===== src/rtl/irq3_pkg.sv =====
package irq3_pkg;

    localparam int NSRC    = 3;
    localparam int SRC_EXT = 0;
    localparam int SRC_TA  = 1;
    localparam int SRC_TB  = 2;

    localparam int BIT_EXT = 0;
    localparam int BIT_TA  = 4;
    localparam int BIT_TB  = 5;

    typedef logic [NSRC-1:0] src_vec_t;

    typedef struct packed {
        src_vec_t mask;
        src_vec_t flag;
    } reg_state_t;

    function automatic logic [7:0] src_to_byte(src_vec_t v);
        logic [7:0] b;
        b          = '0;
        b[BIT_EXT] = v[SRC_EXT];
        b[BIT_TA]  = v[SRC_TA];
        b[BIT_TB]  = v[SRC_TB];
        return b;
    endfunction

    function automatic src_vec_t byte_to_src(logic [7:0] b);
        src_vec_t v;
        v[SRC_EXT] = b[BIT_EXT];
        v[SRC_TA]  = b[BIT_TA];
        v[SRC_TB]  = b[BIT_TB];
        return v;
    endfunction

endpackage


===== src/rtl/irq3_edge_sync.sv =====
module irq3_edge_sync #(
    parameter int STAGES = 2
) (
    input  logic clk,
    input  logic rst_n,
    input  logic pin_i,
    output logic fall_o
);
    localparam int LEN = STAGES + 1;

    logic [LEN-1:0] sh_d, sh_q;

    always_comb begin
        sh_d = {sh_q[LEN-2:0], pin_i};
    end

    always_ff @(posedge clk or negedge rst_n) begin
        if (!rst_n) sh_q <= '1;
        else        sh_q <= sh_d;
    end

    // the last synchronized sample is low and the one before it was high
    assign fall_o = !sh_q[STAGES-1] && sh_q[STAGES];

    assert_single_pulse_R4: assert property (@(posedge clk) disable iff (!rst_n)
        fall_o |=> !fall_o);

endmodule


===== src/rtl/irq3_regs.sv =====
module irq3_regs
    import irq3_pkg::*;
#(
    parameter int              ADDR_W    = 8,
    parameter int              DATA_W    = 8,
    parameter logic [ADDR_W-1:0] MASK_ADDR = 8'hC9,
    parameter logic [ADDR_W-1:0] FLAG_ADDR = 8'hC8
) (
    input  logic              clk,
    input  logic              rst_n,
    input  logic              wr_i,
    input  logic [ADDR_W-1:0] addr_i,
    input  logic [DATA_W-1:0] wdata_i,
    output logic [DATA_W-1:0] rdata_o,
    input  src_vec_t          set_i,
    output src_vec_t          mask_o,
    output src_vec_t          flag_o
);
    reg_state_t st_d, st_q;
    logic       hit_mask, hit_flag;
    src_vec_t   wr_bits;
    logic       unused_hi;

    assign hit_mask  = wr_i && (addr_i == MASK_ADDR);
    assign hit_flag  = wr_i && (addr_i == FLAG_ADDR);
    assign wr_bits   = byte_to_src(wdata_i[7:0]);
    assign unused_hi = ^wdata_i;

    always_comb begin
        st_d = st_q;
        if (hit_mask) st_d.mask = wr_bits;
        if (hit_flag) st_d.flag = st_q.flag & wr_bits;
        st_d.flag = st_d.flag | set_i;
    end

    always_ff @(posedge clk or negedge rst_n) begin
        if (!rst_n) st_q <= '0;
        else        st_q <= st_d;
    end

    always_comb begin
        rdata_o = '0;
        if (addr_i == MASK_ADDR)      rdata_o[7:0] = src_to_byte(st_q.mask);
        else if (addr_i == FLAG_ADDR) rdata_o[7:0] = src_to_byte(st_q.flag);
    end

    assign mask_o = st_q.mask;
    assign flag_o = st_q.flag;

    assert_tmr_latch_R3: assert property (@(posedge clk) disable iff (!rst_n)
        set_i[SRC_TA] |=> st_q.flag[SRC_TA]);

    assert_clear_by_write_R5: assert property (@(posedge clk) disable iff (!rst_n)
        $fell(st_q.flag[SRC_TA]) |-> $past(wr_i && addr_i == FLAG_ADDR));

    assert_ext_from_edge_R4: assert property (@(posedge clk) disable iff (!rst_n)
        $rose(st_q.flag[SRC_EXT]) |-> $past(set_i[SRC_EXT]));

endmodule


===== src/rtl/irq3_gate.sv =====
module irq3_gate
    import irq3_pkg::*;
(
    input  logic     clk,
    input  logic     rst_n,
    input  logic     ack_i,
    input  logic     ret_i,
    input  src_vec_t mask_i,
    input  src_vec_t flag_i,
    output logic     irq_o,
    output logic     wake_o
);
    logic gen_d, gen_q;

    always_comb begin
        gen_d = gen_q;
        if (ack_i)      gen_d = 1'b0;
        else if (ret_i) gen_d = 1'b1;
    end

    always_ff @(posedge clk or negedge rst_n) begin
        if (!rst_n) gen_q <= 1'b1;
        else        gen_q <= gen_d;
    end

    assign irq_o  = gen_q && |(mask_i & flag_i);
    assign wake_o = mask_i[SRC_EXT] && flag_i[SRC_EXT];

    assert_ack_blocks_R7: assert property (@(posedge clk) disable iff (!rst_n)
        ack_i |=> !irq_o);

endmodule


===== src/rtl/tri_src_irq_ctrl.sv =====
module tri_src_irq_ctrl
    import irq3_pkg::*;
#(
    parameter int                ADDR_W      = 8,
    parameter int                DATA_W      = 8,
    parameter logic [ADDR_W-1:0] MASK_ADDR   = 8'hC9,
    parameter logic [ADDR_W-1:0] FLAG_ADDR   = 8'hC8,
    parameter int                VEC_W       = 16,
    parameter logic [VEC_W-1:0]  VECTOR      = 16'h0008,
    parameter int                SYNC_STAGES = 2
) (
    input  logic              clk,
    input  logic              rst_n,
    input  logic              ext_pin_i,
    input  logic              tmr_a_tout_i,
    input  logic              tmr_b_tout_i,
    input  logic [ADDR_W-1:0] bus_addr_i,
    input  logic              bus_wr_i,
    input  logic [DATA_W-1:0] bus_wdata_i,
    output logic [DATA_W-1:0] bus_rdata_o,
    input  logic              irq_ack_i,
    input  logic              irq_ret_i,
    output logic              irq_o,
    output logic [VEC_W-1:0]  vector_o,
    output logic              wake_o
);
    logic     ext_fall;
    src_vec_t set_vec, mask_v, flag_v;

    irq3_edge_sync #(.STAGES(SYNC_STAGES)) u_sync (
        .clk    (clk),
        .rst_n  (rst_n),
        .pin_i  (ext_pin_i),
        .fall_o (ext_fall)
    );

    always_comb begin
        set_vec          = '0;
        set_vec[SRC_EXT] = ext_fall;
        set_vec[SRC_TA]  = tmr_a_tout_i;
        set_vec[SRC_TB]  = tmr_b_tout_i;
    end

    irq3_regs #(
        .ADDR_W    (ADDR_W),
        .DATA_W    (DATA_W),
        .MASK_ADDR (MASK_ADDR),
        .FLAG_ADDR (FLAG_ADDR)
    ) u_regs (
        .clk     (clk),
        .rst_n   (rst_n),
        .wr_i    (bus_wr_i),
        .addr_i  (bus_addr_i),
        .wdata_i (bus_wdata_i),
        .rdata_o (bus_rdata_o),
        .set_i   (set_vec),
        .mask_o  (mask_v),
        .flag_o  (flag_v)
    );

    irq3_gate u_gate (
        .clk    (clk),
        .rst_n  (rst_n),
        .ack_i  (irq_ack_i),
        .ret_i  (irq_ret_i),
        .mask_i (mask_v),
        .flag_i (flag_v),
        .irq_o  (irq_o),
        .wake_o (wake_o)
    );

    assign vector_o = VECTOR;

    assert_wake_pin_only_R8: assert property (@(posedge clk) disable iff (!rst_n)
        $rose(wake_o) |-> $past(ext_fall || (bus_wr_i && bus_addr_i == MASK_ADDR)));

endmodule


===== config.mk =====
export PLATFORM = sky130hd
export DESIGN_NAME = tri_src_irq_ctrl
export DESIGN_NICKNAME = d
export VERILOG_FILES = /design/src/rtl/irq3_pkg.sv /design/src/rtl/irq3_edge_sync.sv /design/src/rtl/irq3_regs.sv /design/src/rtl/irq3_gate.sv /design/src/rtl/tri_src_irq_ctrl.sv
export SDC_FILE = /design/constraint.sdc
export NUM_CORES = 1
export LEC_CHECK = 0
export ABC_CLOCK_PERIOD_IN_PS = 1800
export BUFFER_PORTS_ARGS = -buffer_cell sky130_fd_sc_hd__buf_2
export CAP_MARGIN = 20
export CORE_AREA = 3 3 44 46
export CTS_BUF_LIST = sky130_fd_sc_hd__clkbuf_8
export CTS_CLUSTER_DIAMETER = 60
export DETAILED_ROUTE_END_ITERATION = 8
export DIE_AREA = 0 0 47 49
export GPL_ROUTABILITY_DRIVEN = 0
export PLACE_DENSITY_LB_ADDON = 0.2
export SYNTH_ARGS = -nofsm -noshare
export SYNTH_HDL_FRONTEND = slang
export SYNTH_HIERARCHICAL = 1
export SYNTH_SLANG_ARGS = --single-unit

===== constraint.sdc =====
create_clock -name clk -period 1.8 [get_ports clk]
set_input_delay 0.18 -clock clk [delete_from_list [all_inputs] [get_ports clk]]
set_output_delay 0.18 -clock clk [all_outputs]
set_load 0.02 [all_outputs]

==> qor.yml <==
logic_synthesis:
  ys_seq_elements: 10
  synth_fa_ha_area_share_pct: 0
  synth_top_family_by_area: "buffers and inverters"
  post_synth_num_cell_types: 19
  async_reset_ff_share_pct: 100
  netlist_area_um2: 673
  synth_xor_area_share_pct: 0
  synthMuxAreaShare_pct: 6.69
  ys_seq_area_share_pct: 37.9
  ys_warn_count: 6
  synthSimpleGateAreaFrac_pct: 21.6
  syn-instance-count: 59
  synth_edf_count: 0
  ys.flop_type: "dfrtp_1"
  synth-compound-area-share_pct: 8.74
  syn_area_per_cell_um2: 11.4
final_layout:
  drive_gt1_share_pct: 47.0
  final_util_pct: 49.9
  fin_cells: 99
  final_cell_area_um2: 769
  final_cell_mix: "buf_2, conb_1, dfrtp_1"
  antenna_cells: 0
  nets: 109
  syn_to_final_growth_pct: 14.3
  final_common_cell: "buf_2"
global_route:
  busiest_layer: "met2"
  grt_pass1_wl_um: 1780
  grtUsageTotal_pct: 10.9
  grtUsageMet2_pct: 15.8
  met3_usage_pct: 7.75
  first_global_vias: 438
  grt_antenna_before_repair: 0
  grt_overflow: 0
  use_met1_pct: 12.7
  grt_max_degree: 11
setup_path:
  crit_fanout: 4
  cp-end-kind: "output port"
  path_common_cell: "buf_2"
  cp_cell_sequence: "buf_2, nor4b_2, and2_1, a22o_1, buf_2"
  worst_path_max_delay_cell: "nor4b_2"
  required_ns: 1.62
  crit_type: "input pin to output port"
  start_kind: "input pin"
  cp.arrival_ns: 1.26
  max_stage_delay_ns: 0.41
place:
  port_buffers: 23
  place_ws_ns: 0.360
  place_hpwl_um: 930
  place_area_um2: 718
  dpl.cell_count: 95
routing:
  drc_errors: 0
  vias: 448
  drtPass1Iterations: 4
  avgViaCountPerCell: 4.53
  route.antenna.remaining_nets: 0
  wl_per_cell_um: 11.2
  drt_first_iter_violations: 4
  routed_wl_um: 1110
clock_network:
  cts.clk_slew.worst_paths_ns: 0.05
  htree_num_levels: 1
  cts_buffers: 3
  clk_latency_ns: 0.23
  clkSinkCount: 10
  cts_tree: "yes"
  cts_buffer_depth: 2
  ctsRootBufferMaster: "clkbuf_8"
  post_cts_buffers: 0
floorplanning:
  coreArea_um2: 1540
  start_util_pct: 43.7
  rows: 14
  dieArea_um2: 2300
  pin_count: 50
  die_h_um: 49
  die_w_um: 47
job:
  drv_cap: 0
timing:
  grt_setup_unrepaired: "false"
  fin_worst_skew_ns: 0.000964
  post-route-period-util_pct: 80.0
  setup_ws_ns: 0.361
  setup_violations: 0
  timing.fmax_mhz: 695
  tns_ns: 0
  drv_slew: 0
  period_needed_ns: 1.44
  hold_viol: 0
pwr:
  p_leak_nw: 0.390
  vdd_drop_max_mv: 0.518
  pwr_density_cell_nw_per_um2: 733
worst_hold_path:
  hold_class: "input pin to flip-flop"
status:
  status: "completed"
## flip-flops by register name, summed over array words and instances (netlist names)
name           count
u_gate/gen_q       1
u_regs/flag_o      3
u_sync/sh_q        3
u_regs/mask_o      3
## logic make-up after synthesis
| group | after synthesis |
|---|---|
| other | 3 |
| and+or+nand+nor | 15 |
| DFF | 10 |
| muxes | 3 |
| AOI/OAI and AO/OA | 7 |
| buffers and inverters | 21 |
## Yosys cell counts (all sizes together) (2+ instances only)
library cell	number	area (um2)
a21o	3	22.5
a22o	3	26.3
and2	3	20.0
buf	21	158
conb	3	11.3
dfrtp	6	150
dfstp	4	105
mux2	3	45.0
nand4b	3	26.3
nor2	2	7.51
nor2b	2	20.0
## metal layers
| layer | vias up | share of wire (%) | wire (um) |
|---|---|---|---|
| li1 | 212 | - | - |
| met1 | 205 | 40 | 445 |
| met2 | 29 | 46 | 506 |
| met3 | 2 | 13 | 146 |
| met4 | 0 | 0.63 | 7 |
| met5 | - | 0 | 0 |
## stage by stage
step                power (W)  hold slack, ns
finish               0.000564          0.0452
global route         0.000601          0.0322
CTS                  0.000575          0.0365
detailed placement   0.000340          0.0475
global placement     0.000339          0.0469
floorplan            0.000341          -0.116
## worst max-delay path: cells and delay by family
| family | cells | cell delay, ns |
|---|---|---|
| AO/OA/AOI/OAI | 1 | 0.16 |
| buffers and inverters | 2 | 0.28 |
| AND/OR/NAND/NOR | 2 | 0.64 |
## path summary, 6_finish.rpt
path / start / end / slack (ns) / cells after the start
worst max-delay path: bus_addr_i[2] / bus_rdata_o[5] / 0.36 / 5
min in group asynchronous: rst_n / u_regs/flag_o[1] / 0.32 / 2
worst min-delay path: ext_pin_i / u_sync/sh_q[0] / 0.05 / 1
worst min register to register: u_sync/sh_q[0] / u_sync/sh_q[1] / 0.36 / 0
worst max register to register: u_sync/sh_q[1] / u_regs/flag_o[0] / 0.97 / 2
max in group asynchronous: rst_n / u_sync/sh_q[2] / 1.23 / 2
## report_power, final
group	internal, W	switching (W)	total (W)
Clock	0.000146	0.0000799	0.000226
Sequential	0.000238	0.00000584	0.000244
Combinational	0.0000321	0.0000627	0.0000948
Total	0.000416	0.000148	0.000564
## layout make-up
cell class	count	area, um2
fillers	153	772
clock buffers	3	41.3
multi-input cells	46	328
well taps	16	20.0
repair buffers	24	125
flip-flops and latches	10	255
## repair_timing
item / CTS / global route
hold buffers: 1 / 0
gates resized for setup: 0 / 0
hold endpoints to repair: 6 / 0
(Power assumes the default switching activity.)
